--- src/rtl/wavegen_pkg.sv ---
// Package: wavegen_pkg
// Shared constants and constant functions for the sample generator.
// Assumes 64 steps per period and 8-bit offset-binary samples; the sine
// amplitude table below is sized for exactly those two values.
package wavegen_pkg;

    localparam int PHASE_W     = 6;
    localparam int SAMPLES     = 1 << PHASE_W;
    localparam int QSTEPS      = SAMPLES / 4;
    localparam int SAMPLE_W    = 8;
    localparam int SEL_W       = 4;
    localparam int NUM_PRESETS = 1 << SEL_W;
    localparam int DUTY_W      = 3;
    localparam int MID_SCALE   = 1 << (SAMPLE_W - 1);

    // Preset frequency in hertz for a select index
    function automatic int preset_hz(input int idx);
        int hz;
        case (idx)
            0:       hz = 10;
            1:       hz = 20;
            2:       hz = 50;
            3:       hz = 100;
            4:       hz = 200;
            5:       hz = 500;
            6:       hz = 700;
            7:       hz = 1000;
            8:       hz = 2000;
            9:       hz = 3000;
            10:      hz = 4000;
            11:      hz = 5000;
            12:      hz = 7000;
            13:      hz = 8000;
            14:      hz = 9000;
            15:      hz = 10000;
            default: hz = 0;
        endcase
        return hz;
    endfunction

    // Clocks per sample tick, rounded to nearest (halves up)
    function automatic int tick_ratio(input int clk_hz, input int hz);
        longint num;
        longint den;
        den = longint'(SAMPLES) * longint'(hz);
        num = longint'(clk_hz) + den / 2;
        return int'(num / den);
    endfunction

    // round(127 * sin(k * 90deg / 16)) for k = 0..16
    function automatic int quarter_amp(input int k);
        int a;
        case (k)
            0:       a = 0;
            1:       a = 12;
            2:       a = 25;
            3:       a = 37;
            4:       a = 49;
            5:       a = 60;
            6:       a = 71;
            7:       a = 81;
            8:       a = 90;
            9:       a = 98;
            10:      a = 106;
            11:      a = 112;
            12:      a = 117;
            13:      a = 122;
            14:      a = 125;
            15:      a = 126;
            default: a = 127;
        endcase
        return a;
    endfunction

    // Offset-binary sine sample for one phase step, folded from the quarter
    function automatic int sine_at(input int p);
        int quad;
        int j;
        int v;
        quad = p / QSTEPS;
        j    = p % QSTEPS;
        case (quad)
            0:       v = MID_SCALE + quarter_amp(j);
            1:       v = MID_SCALE + quarter_amp(QSTEPS - j);
            2:       v = MID_SCALE - 1 - quarter_amp(j);
            default: v = MID_SCALE - 1 - quarter_amp(QSTEPS - j);
        endcase
        return v;
    endfunction

endpackage

--- src/rtl/wavegen_freq_map.sv ---
// Module: wavegen_freq_map
// Turns the frequency select into a tick divide ratio and a display value.
// Both tables are built at elaboration from the preset list, so the
// hardware is two constant lookups with no runtime division.
// Assumes CLK_HZ is large enough that every ratio is at least 1.
module wavegen_freq_map
    import wavegen_pkg::*;
#(
    parameter int CLK_HZ = 50_000_000,
    parameter int DIV_W  = 24,
    parameter int HZ_W   = 14
) (
    input  logic [SEL_W-1:0] sel_i,
    output logic [DIV_W-1:0] div_o,
    output logic [HZ_W-1:0]  hz_o
);

    logic [DIV_W-1:0] div_tab [NUM_PRESETS];
    logic [HZ_W-1:0]  hz_tab  [NUM_PRESETS];

    // One constant entry per preset
    for (genvar gi = 0; gi < NUM_PRESETS; gi++) begin : g_preset
        localparam int ENTRY_HZ  = preset_hz(gi);
        localparam int ENTRY_DIV = tick_ratio(CLK_HZ, ENTRY_HZ);
        assign div_tab[gi] = DIV_W'(ENTRY_DIV);
        assign hz_tab[gi]  = HZ_W'(ENTRY_HZ);
    end

    // Select the active preset
    always_comb begin
        div_o = div_tab[sel_i];
        hz_o  = hz_tab[sel_i];
    end

endmodule

--- src/rtl/wavegen_sample_clock.sv ---
// Module: wavegen_sample_clock
// Divides the system clock down to the sample tick and advances the shared
// phase counter once per tick. A change of the frequency select restarts
// the divider so that the new ratio counts from zero.
// Assumes div_i >= 1 and that div_i follows sel_i combinationally.
module wavegen_sample_clock
    import wavegen_pkg::*;
#(
    parameter int DIV_W = 24
) (
    input  logic               clk,
    input  logic               rst_n,
    input  logic [SEL_W-1:0]   sel_i,
    input  logic [DIV_W-1:0]   div_i,
    output logic [PHASE_W-1:0] phase_o
);

    logic [SEL_W-1:0]   sel_q;
    logic [DIV_W-1:0]   cnt;
    logic [PHASE_W-1:0] phase;
    logic               restart;
    logic               tick;

    // Detect a select change and the last clock of a tick interval
    always_comb begin
        restart = (sel_i != sel_q);
        tick    = !restart && (cnt == div_i - 1'b1);
    end

    // Remember the select seen on the previous edge
    always_ff @(posedge clk) begin
        sel_q <= sel_i;
    end

    // Divider counter: clears on reset, on a select change and at the tick
    always_ff @(posedge clk) begin
        if (!rst_n) begin
            cnt <= '0;
        end else if (restart || tick) begin
            cnt <= '0;
        end else begin
            cnt <= cnt + 1'b1;
        end
    end

    // Phase counter: one step per tick, wraps after a full period
    always_ff @(posedge clk) begin
        if (!rst_n) begin
            phase <= '0;
        end else if (tick) begin
            phase <= phase + 1'b1;
        end
    end

    assign phase_o = phase;

    AST_RESET_CLEARS: assert property (@(posedge clk)
        !rst_n |=> (phase == '0) && (cnt == '0));

    AST_RESTART_ZERO: assert property (@(posedge clk) disable iff (!rst_n)
        restart |=> (cnt == '0));

    AST_CNT_BOUND: assert property (@(posedge clk) disable iff (!rst_n)
        !restart |-> (cnt < div_i));

    AST_PHASE_HOLD: assert property (@(posedge clk) disable iff (!rst_n)
        $past(rst_n) && !$past(tick) |-> $stable(phase));

    AST_PHASE_STEP: assert property (@(posedge clk) disable iff (!rst_n)
        $past(rst_n) && $past(tick) |-> (phase == PHASE_W'($past(phase) + 1'b1)));

endmodule

--- src/rtl/wavegen_shaper.sv ---
// Module: wavegen_shaper
// Makes both waveforms from the phase and returns the one chosen by the
// mode. The sine comes from a table of one value per step, built at
// elaboration by folding a quarter wave. The PWM is high while the phase
// is below duty times one eighth of the period.
// Purely combinational; the caller registers the result.
module wavegen_shaper
    import wavegen_pkg::*;
(
    input  logic [PHASE_W-1:0]  phase_i,
    input  logic [DUTY_W-1:0]   duty_i,
    input  logic                mode_i,
    output logic [SAMPLE_W-1:0] shaped_o
);

    localparam logic [SAMPLE_W-1:0] LEVEL_HI = '1;
    localparam logic [SAMPLE_W-1:0] LEVEL_LO = '0;

    logic [SAMPLE_W-1:0] sine_rom [SAMPLES];
    logic [SAMPLE_W-1:0] sine_val;
    logic [SAMPLE_W-1:0] pwm_val;
    logic [PHASE_W-1:0]  threshold;

    // One constant sine sample per phase step
    for (genvar gp = 0; gp < SAMPLES; gp++) begin : g_sine
        localparam int STEP_VAL = sine_at(gp);
        assign sine_rom[gp] = SAMPLE_W'(STEP_VAL);
    end

    // Duty threshold in phase steps, then compare against the phase
    always_comb begin
        threshold = {duty_i, {(PHASE_W - DUTY_W){1'b0}}};
        pwm_val   = (phase_i < threshold) ? LEVEL_HI : LEVEL_LO;
        sine_val  = sine_rom[phase_i];
    end

    // 2:1 mux between the two waveforms
    always_comb begin
        shaped_o = mode_i ? pwm_val : sine_val;
    end

endmodule

--- src/rtl/wavegen_top.sv ---
// Module: wavegen_top
// Preset-frequency sine/PWM sample generator for a parallel DAC.
// The select sets a tick divider, the tick steps a 64-entry phase, and the
// phase is shaped into a sine or PWM sample, which is registered and
// driven out continuously. Assumes all inputs are synchronous to clk.
module wavegen_top
    import wavegen_pkg::*;
#(
    parameter int CLK_HZ = 50_000_000,
    parameter int DIV_W  = 24,
    parameter int HZ_W   = 14
) (
    input  logic                clk,
    input  logic                rst_n,
    input  logic [SEL_W-1:0]    freq_sel_i,
    input  logic [DUTY_W-1:0]   duty_sel_i,
    input  logic                mode_i,
    output logic [SAMPLE_W-1:0] sample_o,
    output logic [HZ_W-1:0]     freq_hz_o
);

    localparam logic [SAMPLE_W-1:0] RESET_LEVEL = SAMPLE_W'(MID_SCALE);

    logic [DIV_W-1:0]    div;
    logic [PHASE_W-1:0]  phase;
    logic [SAMPLE_W-1:0] shaped;
    logic [SAMPLE_W-1:0] sample_q;

    wavegen_freq_map #(
        .CLK_HZ (CLK_HZ),
        .DIV_W  (DIV_W),
        .HZ_W   (HZ_W)
    ) u_map (
        .sel_i  (freq_sel_i),
        .div_o  (div),
        .hz_o   (freq_hz_o)
    );

    wavegen_sample_clock #(
        .DIV_W   (DIV_W)
    ) u_clkgen (
        .clk     (clk),
        .rst_n   (rst_n),
        .sel_i   (freq_sel_i),
        .div_i   (div),
        .phase_o (phase)
    );

    wavegen_shaper u_shape (
        .phase_i  (phase),
        .duty_i   (duty_sel_i),
        .mode_i   (mode_i),
        .shaped_o (shaped)
    );

    // Output register: holds mid-scale in reset, otherwise the shaped sample
    always_ff @(posedge clk) begin
        if (!rst_n) begin
            sample_q <= RESET_LEVEL;
        end else begin
            sample_q <= shaped;
        end
    end

    assign sample_o = sample_q;

    AST_PWM_LEVELS: assert property (@(posedge clk) disable iff (!rst_n)
        $past(rst_n) && $past(mode_i) |-> (sample_o == '0) || (sample_o == '1));

    AST_DUTY_ZERO_LOW: assert property (@(posedge clk) disable iff (!rst_n)
        $past(rst_n) && $past(mode_i) && ($past(duty_sel_i) == '0) |-> (sample_o == '0));

    AST_SINE_PEAK: assert property (@(posedge clk) disable iff (!rst_n)
        $past(rst_n) && !$past(mode_i) && ($past(phase) == PHASE_W'(QSTEPS)) |-> (sample_o == '1));

    AST_PWM_START_HIGH: assert property (@(posedge clk) disable iff (!rst_n)
        $past(rst_n) && $past(mode_i) && ($past(phase) == '0) && ($past(duty_sel_i) != '0)
        |-> (sample_o == '1));

endmodule

--- config.mk ---
export PLATFORM = sky130hd
export DESIGN_NAME = wavegen_top
export DESIGN_NICKNAME = d
export VERILOG_FILES = /design/src/rtl/wavegen_pkg.sv /design/src/rtl/wavegen_freq_map.sv /design/src/rtl/wavegen_sample_clock.sv /design/src/rtl/wavegen_shaper.sv /design/src/rtl/wavegen_top.sv
export SDC_FILE = /design/constraint.sdc
export NUM_CORES = 1
export LEC_CHECK = 0
export BUFFER_PORTS_ARGS = -buffer_cell sky130_fd_sc_hd__buf_4
export CAP_MARGIN = 30
export CORE_ASPECT_RATIO = 0.8
export CORE_MARGIN = 2
export CORE_UTILIZATION = 35
export CTS_BUF_LIST = sky130_fd_sc_hd__clkbuf_4 sky130_fd_sc_hd__clkbuf_8
export DETAILED_ROUTE_END_ITERATION = 8
export PLACE_DENSITY_LB_ADDON = 0.25
export REMOVE_ABC_BUFFERS = 1
export SYNTH_ARGS = -nofsm -noshare
export SYNTH_HDL_FRONTEND = slang
export SYNTH_HIERARCHICAL = 1
export SYNTH_SLANG_ARGS = --single-unit
--- constraint.sdc ---
create_clock -name clk -period 5.35 [get_ports clk]
set_clock_uncertainty 0.1 [all_clocks]
set_input_delay 0 -clock clk [delete_from_list [all_inputs] [get_ports clk]]
set_output_delay 0 -clock clk [all_outputs]
set_load 0.03 [all_outputs]
==> results of run 1 <==
==> registers in the layout, indices dropped and copies added, names as in the netlist <==
register,flops
sample_o,8
u_clkgen/cnt,24
u_clkgen/phase_o,6
u_clkgen/sel_q,4
==> critical path, delay by kind of cell <==
kind / cells / cell delay, ns
AOI/OAI and AO/OA: 3 / 0.66
adders and majority gates: 2 / 0.59
buffers and inverters: 4 / 0.95
and+or+nand+nor: 7 / 2.49
==> kinds of logic (layout without fill, tap and decap cells) <==
kind of cell	after synthesis	after routing	share of synthesized area, %
simple gates	212	212	28.6
buf+inv	57	68	7.96
other cells	1	9	0.0935
flops	42	42	21.0
compound gates	107	107	19.1
fa+ha+maj	25	25	7.80
xor+xnor	56	56	12.2
mux	10	10	3.21
==> layer usage <==
metal / up-vias / GRT usage, %
met5: - / 0
met4: 0 / 4.63
met3: 13 / 2.58
met2: 116 / 23.8
met1: 1699 / 24.9
li1: 1842 / -
==> area by class of cell <==
cell class | count | area, um^2 | area share [%]
clock buffers | 6 | 76.3 | 1.74
clock inverters | 2 | 13.8 | 0.314
inverters | 20 | 75.1 | 1.71
multi-input cells | 419 | 2880 | 65.7
flip-flops and latches | 42 | 841 | 19.2
well taps | 144 | 180 | 4.11
repair buffers | 40 | 318 | 7.25
==> power breakdown <==
group | leakage [nW] | internal, mW | switching (mW)
clock network | 0.0486 | 0.0971 | 0.108
registers | 0.342 | 0.317 | 0.00179
logic | 1.23 | 0.0674 | 0.104
==> cells in the mapped netlist (8+ instances only) <==
cell type / instances
a21oi_1: 20
and2_1: 8
buf_2: 8
buf_4: 12
clkbuf_1: 9
dfxtp_1: 42
ha_1: 25
inv_1: 18
nand2_1: 33
nand2b_1: 18
nand3_1: 23
nor2_1: 52
nor3_1: 12
nor4_1: 9
o211ai_1: 12
o21ai_0: 11
xnor2_1: 28
xor2_1: 28
==> timing repair <==
action	CTS	global route
hold buffers	7	0
hold endpoints to repair	18	0
gates resized for setup	0	0
==> path summary, 6_finish.rpt <==
path,end,slack [ns]
max,u_clkgen/cnt[4]$_SDFF_PP0_,0.68
min,u_clkgen/cnt[0]$_SDFF_PP0_,0.38
max reg2reg,u_clkgen/cnt[4]$_SDFF_PP0_,2.46
min reg2reg,u_clkgen/cnt[0]$_SDFF_PP0_,0.38
==> stage by stage <==
stage                     utilization, %  total power [mW]  hold slack (ns)  instances
after detailed placement            38.3             0.492            0.139        658
after CTS                           39.8             0.706            0.373        673
after global placement              38.3             0.492            0.125        658
after global routing                39.8             0.737            0.401        673
final                               39.8             0.696            0.384        673
after floorplan                        -             0.439          -0.0723        481
==> summary.md, run 1 <==
| Metric | Value |
|---|---|
| Routed wl met2 | `4080 um` |
| Final net count | `563` |
| EDFF count, synth | `0` |
| Final antenna-violating net count | `0` |
| First-pass GRT wire length | `16200 um` |
| Crit. Startpoint | `freq_sel_i[0]` |
| Drt total wl | `9790 um` |
| First-pass DRT Iterations | `5` |
| Crit path capture type | `flip-flop` |
| Total grt overflow | `0` |
| Actual slew at the worst max-slew pin | `0.880 ns` |
| Commonest non-fill, non-tap cell in the layout | `nor2_1` |
| CP required | `5.39 ns` |
| Ys Warns | `6` |
| Pwr/cell area | `159 nW/um^2` |
| CP max stage delay | `0.62 ns` |
| Die area | `12300 um^2` |
| Area contributors post-synth | `dfxtp_1 21%, ha_1 7.8%, xnor2_1 6.1%` |
| Met1 wire length | `4920 um` |
| Post-Synthesis Cell Area | `4010 um^2` |
| Clock-pin slew on the worst setup and hold paths | `0.07 ns` |
| Period utilization | `87.3%` |
| WP data arrival | `4.71 ns` |
| Die width | `124 um` |
| Most frequent cells in the layout | `52 x nor2_1, 42 x dfxtp_1, 33 x buf_4, 33 x nand2_1` |
| Slew headroom | `41.2%` |
| Vias/cell | `5.45` |
| Final Hold Vio Count | `0` |
| Max cap viols | `0` |
| Max Slew Vio Count | `0` |
| Detailed Route Iter0 Violations | `341` |
| Num Clock Sinks | `42` |
| H-tree depth | `2` |
| DRC | `0` |
| Fillers | `1121` |
| Share of cells above drive strength 1 | `11.9%` |
| Core Region | `11000 um^2` |
| RSZ-0062 raised after global routing | `no` |
| Post-CTS Setup Bufs | `0` |
| Ant diodes | `0` |
| Syn avg cell area | `7.86 um^2` |
| Worst reg-to-reg path cell count | `8` |
| IO buf count | `30` |
| Post-route cell area | `4380 um^2` |
| Setup Slack @ Placement | `0.922 ns` |
| CP Class | `in -> reg` |
| Placed cell area | `4220 um^2` |
| DP HPWL | `7190 um` |
| RePlAce Congestion | `0.897` |
| Initial antenna violation count | `0` |
| Cells along the critical path | `dlygate4sd3_1 -> buf_4 -> inv_1 -> ha_1 -> nor3b_1 -> o22ai_2 -> inv_1 -> ha_1 -> or4b_1 -> or4_4 -> o31a_1 -> a311oi_2 -> and4_4 -> nand4b_1 -> nand3_1 -> nor2_1` |
| Largest net degree at the start of global routing | `37` |
| Critical path's slowest cell | `nand3_1` |
| Cell variety after synth | `79` |
| All-Layer GR Usage | `16.5%` |
| Top FF cell, synth | `dfxtp_1` |
| Setup violators final | `0` |
| Highest ir drop seen on vdd | `0.0798 mV` |
| Reg-to-reg startpoint | `u_clkgen/cnt[6]$_SDFF_PP0_` |
| P&R area growth vs syn | `9.33%` |
| Critical Path Start Type | `primary input` |
| Cells after synthesis | `510` |
| DR WL/cell | `14.5 um` |
| Share of the synthesized area in the top cell type | `21.0%` |
| CTS tree | `done` |
| Leak | `1.62 nW` |
| I/O pins | `32` |
| Yosys top cell by area | `dfxtp_1` |
| Hold depth | `1` |
| Routed wl met3 | `662 um` |
| Setup tns final | `0 ns` |
| Max Used Layer | `met4` |
| Status | `finished clean` |
| Root buffer cell | `clkbuf_8` |
| Async set-reset flop share out of synthesis | `0%` |
| Die height | `99.7 um` |
| Worst-skew pair later-pin latency | `0.29 ns` |
| Routed vias | `3670` |
| F_max | `214 MHz` |
| Rows | `34` |
| Initial Utilization | `36.4%` |
| FF+latch count, synth | `42` |
| Part of the Yosys area used for sequential elements | `21.0%` |
| Hold Crit Start | `u_clkgen/cnt[0]$_SDFF_PP0_` |
| Longest Clk Path Bufs | `2` |
| Min Tclk post-route | `4.67 ns` |
| Vias in the first global route | `3303` |
| Hold Crit Class | `reg -> reg` |
| Final setup margin | `0.681 ns` |
| Total CTS buffers | `5` |
| Crit Path Max Fanout | `24` |
(Power assumes the default switching activity.)
==> inputs of run 2 (changes only) <==
--- a/config.mk
+++ b/config.mk
@@ -8,7 +8,6 @@
 export BUFFER_PORTS_ARGS = -buffer_cell sky130_fd_sc_hd__buf_4
 export CAP_MARGIN = 30
 export CORE_ASPECT_RATIO = 0.8
-export CORE_MARGIN = 2
 export CORE_UTILIZATION = 35
 export CTS_BUF_LIST = sky130_fd_sc_hd__clkbuf_4 sky130_fd_sc_hd__clkbuf_8
 export DETAILED_ROUTE_END_ITERATION = 8
==> summary.md, run 2 (synthesis results as in run 1) <==
| Metric | Value |
|---|---|
| Hold Crit Class | `in -> reg` |
| Multi-input gate area | `2880 um^2 (unchanged)` |
| Pwr/cell area | `166 nW/um^2 (+4.7%)` |
| CP max stage delay | `0.63 ns (about the same)` |
| WP data arrival | `4.75 ns (+0.04 ns)` |
| Critical path's slowest cell | `nand3_1` |
| Setup violators final | `0 (unchanged)` |
| Cells along the critical path | `dlygate4sd3_1 -> buf_4 -> inv_1 -> ha_1 -> nor3b_1 -> o22ai_2 -> inv_1 -> ha_1 -> or4b_1 -> or4_4 -> o31a_1 -> a311oi_2 -> and4_4 -> nand4b_1 -> nand3_1 -> nor2_1` |
| Largest Register | `u_clkgen/cnt` |
| Drt total wl | `9690 um (-1.0%)` |
| FF-to-FF setup slack | `2.43 ns (-0.03 ns)` |
| Max Slew Vio Count | `0 (unchanged)` |
| Crit Path Max Fanout | `24 (unchanged)` |
| Max cap viols | `0 (unchanged)` |
| CTS tree | `done` |
| Slew headroom | `40.6% (-0.53 points)` |
| Die area | `11900 um^2 (-3.6%)` |
| Num Clock Sinks | `42 (unchanged)` |
| Total grt overflow | `0 (unchanged)` |
| Root buffer cell | `clkbuf_8` |
| RSZ-0062 raised after global routing | `no` |
| Ant diodes | `0 (unchanged)` |
| Clock-pin slew on the worst setup and hold paths | `0.08 ns (about the same)` |
| DR WL/cell | `14.4 um (-0.88%)` |
| First-pass DRT Iterations | `5 (unchanged)` |
| CP required | `5.39 ns (about the same)` |
| I/O pins | `32 (unchanged)` |
| P&R area growth vs syn | `10.0%` |
| All-Layer GR Usage | `16.5% (+0.075 points)` |
| Setup tns final | `0 ns (unchanged)` |
| Leak | `1.63 nW (+0.68%)` |
| CP Class | `in -> reg` |
| Largest net degree at the start of global routing | `34 (-8.1%)` |
| Die height | `97.7 um (-2.0%)` |
| F_max | `212 MHz (-0.87%)` |
| Vias/cell | `5.41 (-0.81%)` |
| Sequential share of power | `43.6% (-2.3 points)` |
| Vias in the first global route | `3269 (-1.0%)` |
| IO buf count | `30 (unchanged)` |
| Routed vias | `3635 (-0.95%)` |
| Most frequent cells in the layout | `52 x nor2_1, 42 x dfxtp_1, 33 x nand2_1, 32 x buf_4` |
| Commonest non-fill, non-tap cell in the layout | `nor2_1` |
| Post-CTS Setup Bufs | `0 (unchanged)` |
| NetSw | `0.212 mW (-0.95%)` |
| Max FFs per register | `24 (unchanged)` |
| Final Hold Vio Count | `0 (unchanged)` |
| Worst reg-to-reg path cell count | `8 (unchanged)` |
| Period utilization | `88.0% (+0.77 points)` |
| H-tree depth | `2 (unchanged)` |
| Sw frac | `28.9% (-1.9 points)` |
| DRC | `0 (unchanged)` |
| Clk pwr share | `33.1% (+3.6 points)` |
| Post-CTS Resized | `0 (unchanged)` |
| Initial Utilization | `36.4% (unchanged)` |
| Pint | `0.522 mW (+8.2%)` |
| Actual slew at the worst max-slew pin | `0.888 ns (+0.00790 ns)` |
| Share of cells above drive strength 1 | `11.9% (+0.023 points)` |
| Highest ir drop seen on vdd | `0.0882 mV (+10%)` |
| Combinational cell fraction of total power | `23.3% (-1.3 points)` |
| Die width | `122 um (-1.6%)` |
| Rows | `34 (unchanged)` |
| RePlAce Congestion | `0.854 (-4.8%)` |
| DP HPWL | `7240 um (+0.62%)` |
| Reg-to-Reg End | `u_clkgen/cnt[22]$_SDFF_PP0_` |
| Post-route cell area | `4410 um^2 (+0.66%)` |
| Status | `finished clean` |
| Critical Path Start Type | `primary input` |
| Worst hold endpoint | `sample_o[6]$_SDFF_PN0_` |
| Reg-to-reg startpoint | `u_clkgen/cnt[6]$_SDFF_PP0_` |
| Core Region | `11000 um^2 (unchanged)` |
| First-pass GRT wire length | `16000 um (-1.2%)` |
| Reg area | `841 um^2 (unchanged)` |
| Detailed Route Iter0 Violations | `320 (-6.2%)` |
| Min Tclk post-route | `4.71 ns (+0.0410 ns)` |
| Longest Clk Path Bufs | `2 (unchanged)` |
| Final antenna-violating net count | `0 (unchanged)` |
| Placed cell area | `4240 um^2 (+0.47%)` |
| Worst-skew pair later-pin latency | `0.29 ns (about the same)` |
| Fillers | `1104 (-1.5%)` |
| Hold Crit Start | `mode_i` |
| Crit path capture type | `flip-flop` |
| Hold depth | `3 (+2)` |
| Initial antenna violation count | `0 (unchanged)` |
| Total CTS buffers | `5 (unchanged)` |
| Final net count | `562 (-0.18%)` |
## run 2: cell types whose count changed in the layout (fill, tap and decap cells not counted), sizes merged
cell	change
bufinv	+1
clkbuf	-1
dlygate4sd3	-1
## run 2: layout make-up
cell class | count | share of cell area, %
clock inverter | 3 | 0.908
tap | 144 | 4.08
multi-input combinational | 419 | 65.3
inverter | 20 | 1.70
sequential | 42 | 19.1
clock buffer | 5 | 1.56
timing repair buffer | 39 | 7.43
## run 2: layer usage
metal / GRT usage [%] / wire length [um] / vias to the layer above / share of wire (%)
li1: - / - / 1838 / -
met1: 24.6 / 4930 / 1694 / 51
met2: 24.5 / 4120 / 96 / 43
met3: 2.58 / 562 / 7 / 5.8
met4: 3.99 / 76 / 0 / 0.78
met5: 0 / 0 / - / 0
## run 2: through the flow
stage / util [%] / hold slack, ns / setup WS, ns / instances / power [mW]
2_1_floorplan: - / -0.0723 / 1.67 / 481 / 0.439
3_3_place_gp: 38.3 / 0.121 / 1.05 / 657 / 0.492
3_5_place_dp: 38.5 / 0.140 / 0.939 / 658 / 0.493
4_1_cts: 40.0 / 0.00432 / 0.672 / 672 / 0.741
5_1_grt: 40.0 / 0.0341 / 0.213 / 672 / 0.770
6_report: 40.0 / 0.0120 / 0.640 / 672 / 0.733
## run 2: how the worst max path moves through the flow
stage / slack [ns] / depth (start not counted) / to / startpoint
2_1_floorplan: 1.67 / 14 / u_clkgen/cnt[10]$_SDFF_PP0_ / freq_sel_i[0]
3_3_place_gp: 1.05 / 15 / u_clkgen/cnt[17]$_SDFF_PP0_ / freq_sel_i[0]
3_5_place_dp: 0.94 / 15 / u_clkgen/cnt[4]$_SDFF_PP0_ / freq_sel_i[0]
4_1_cts: 0.67 / 16 / u_clkgen/cnt[4]$_SDFF_PP0_ / freq_sel_i[0]
5_1_grt: 0.21 / 16 / u_clkgen/cnt[3]$_SDFF_PP0_ / freq_sel_i[0]
6_report: 0.64 / 16 / u_clkgen/cnt[22]$_SDFF_PP0_ / freq_sel_i[0]
## run 2: timing repair
item	CTS	global route
endpoints found under the hold margin	18	0
hold buffers	6	0
endpoints found under the setup margin	0	0
## run 2: power by group through the flow
stage	Clock, mW	Combinational (mW)	Sequential [mW]
2_1_floorplan	0	0.106	0.333
3_3_place_gp	0	0.165	0.327
3_5_place_dp	0	0.166	0.327
4_1_cts	0.251	0.170	0.320
5_1_grt	0.263	0.187	0.320
6_report	0.243	0.171	0.319
## run 2: critical path, delay by kind of cell
family / cells / cell delay (ns)
AO/OA/AOI/OAI: 3 / 0.68
buffers and inverters: 4 / 0.96
AND/OR/NAND/NOR: 7 / 2.51
adder cells (fa/ha/maj): 2 / 0.60
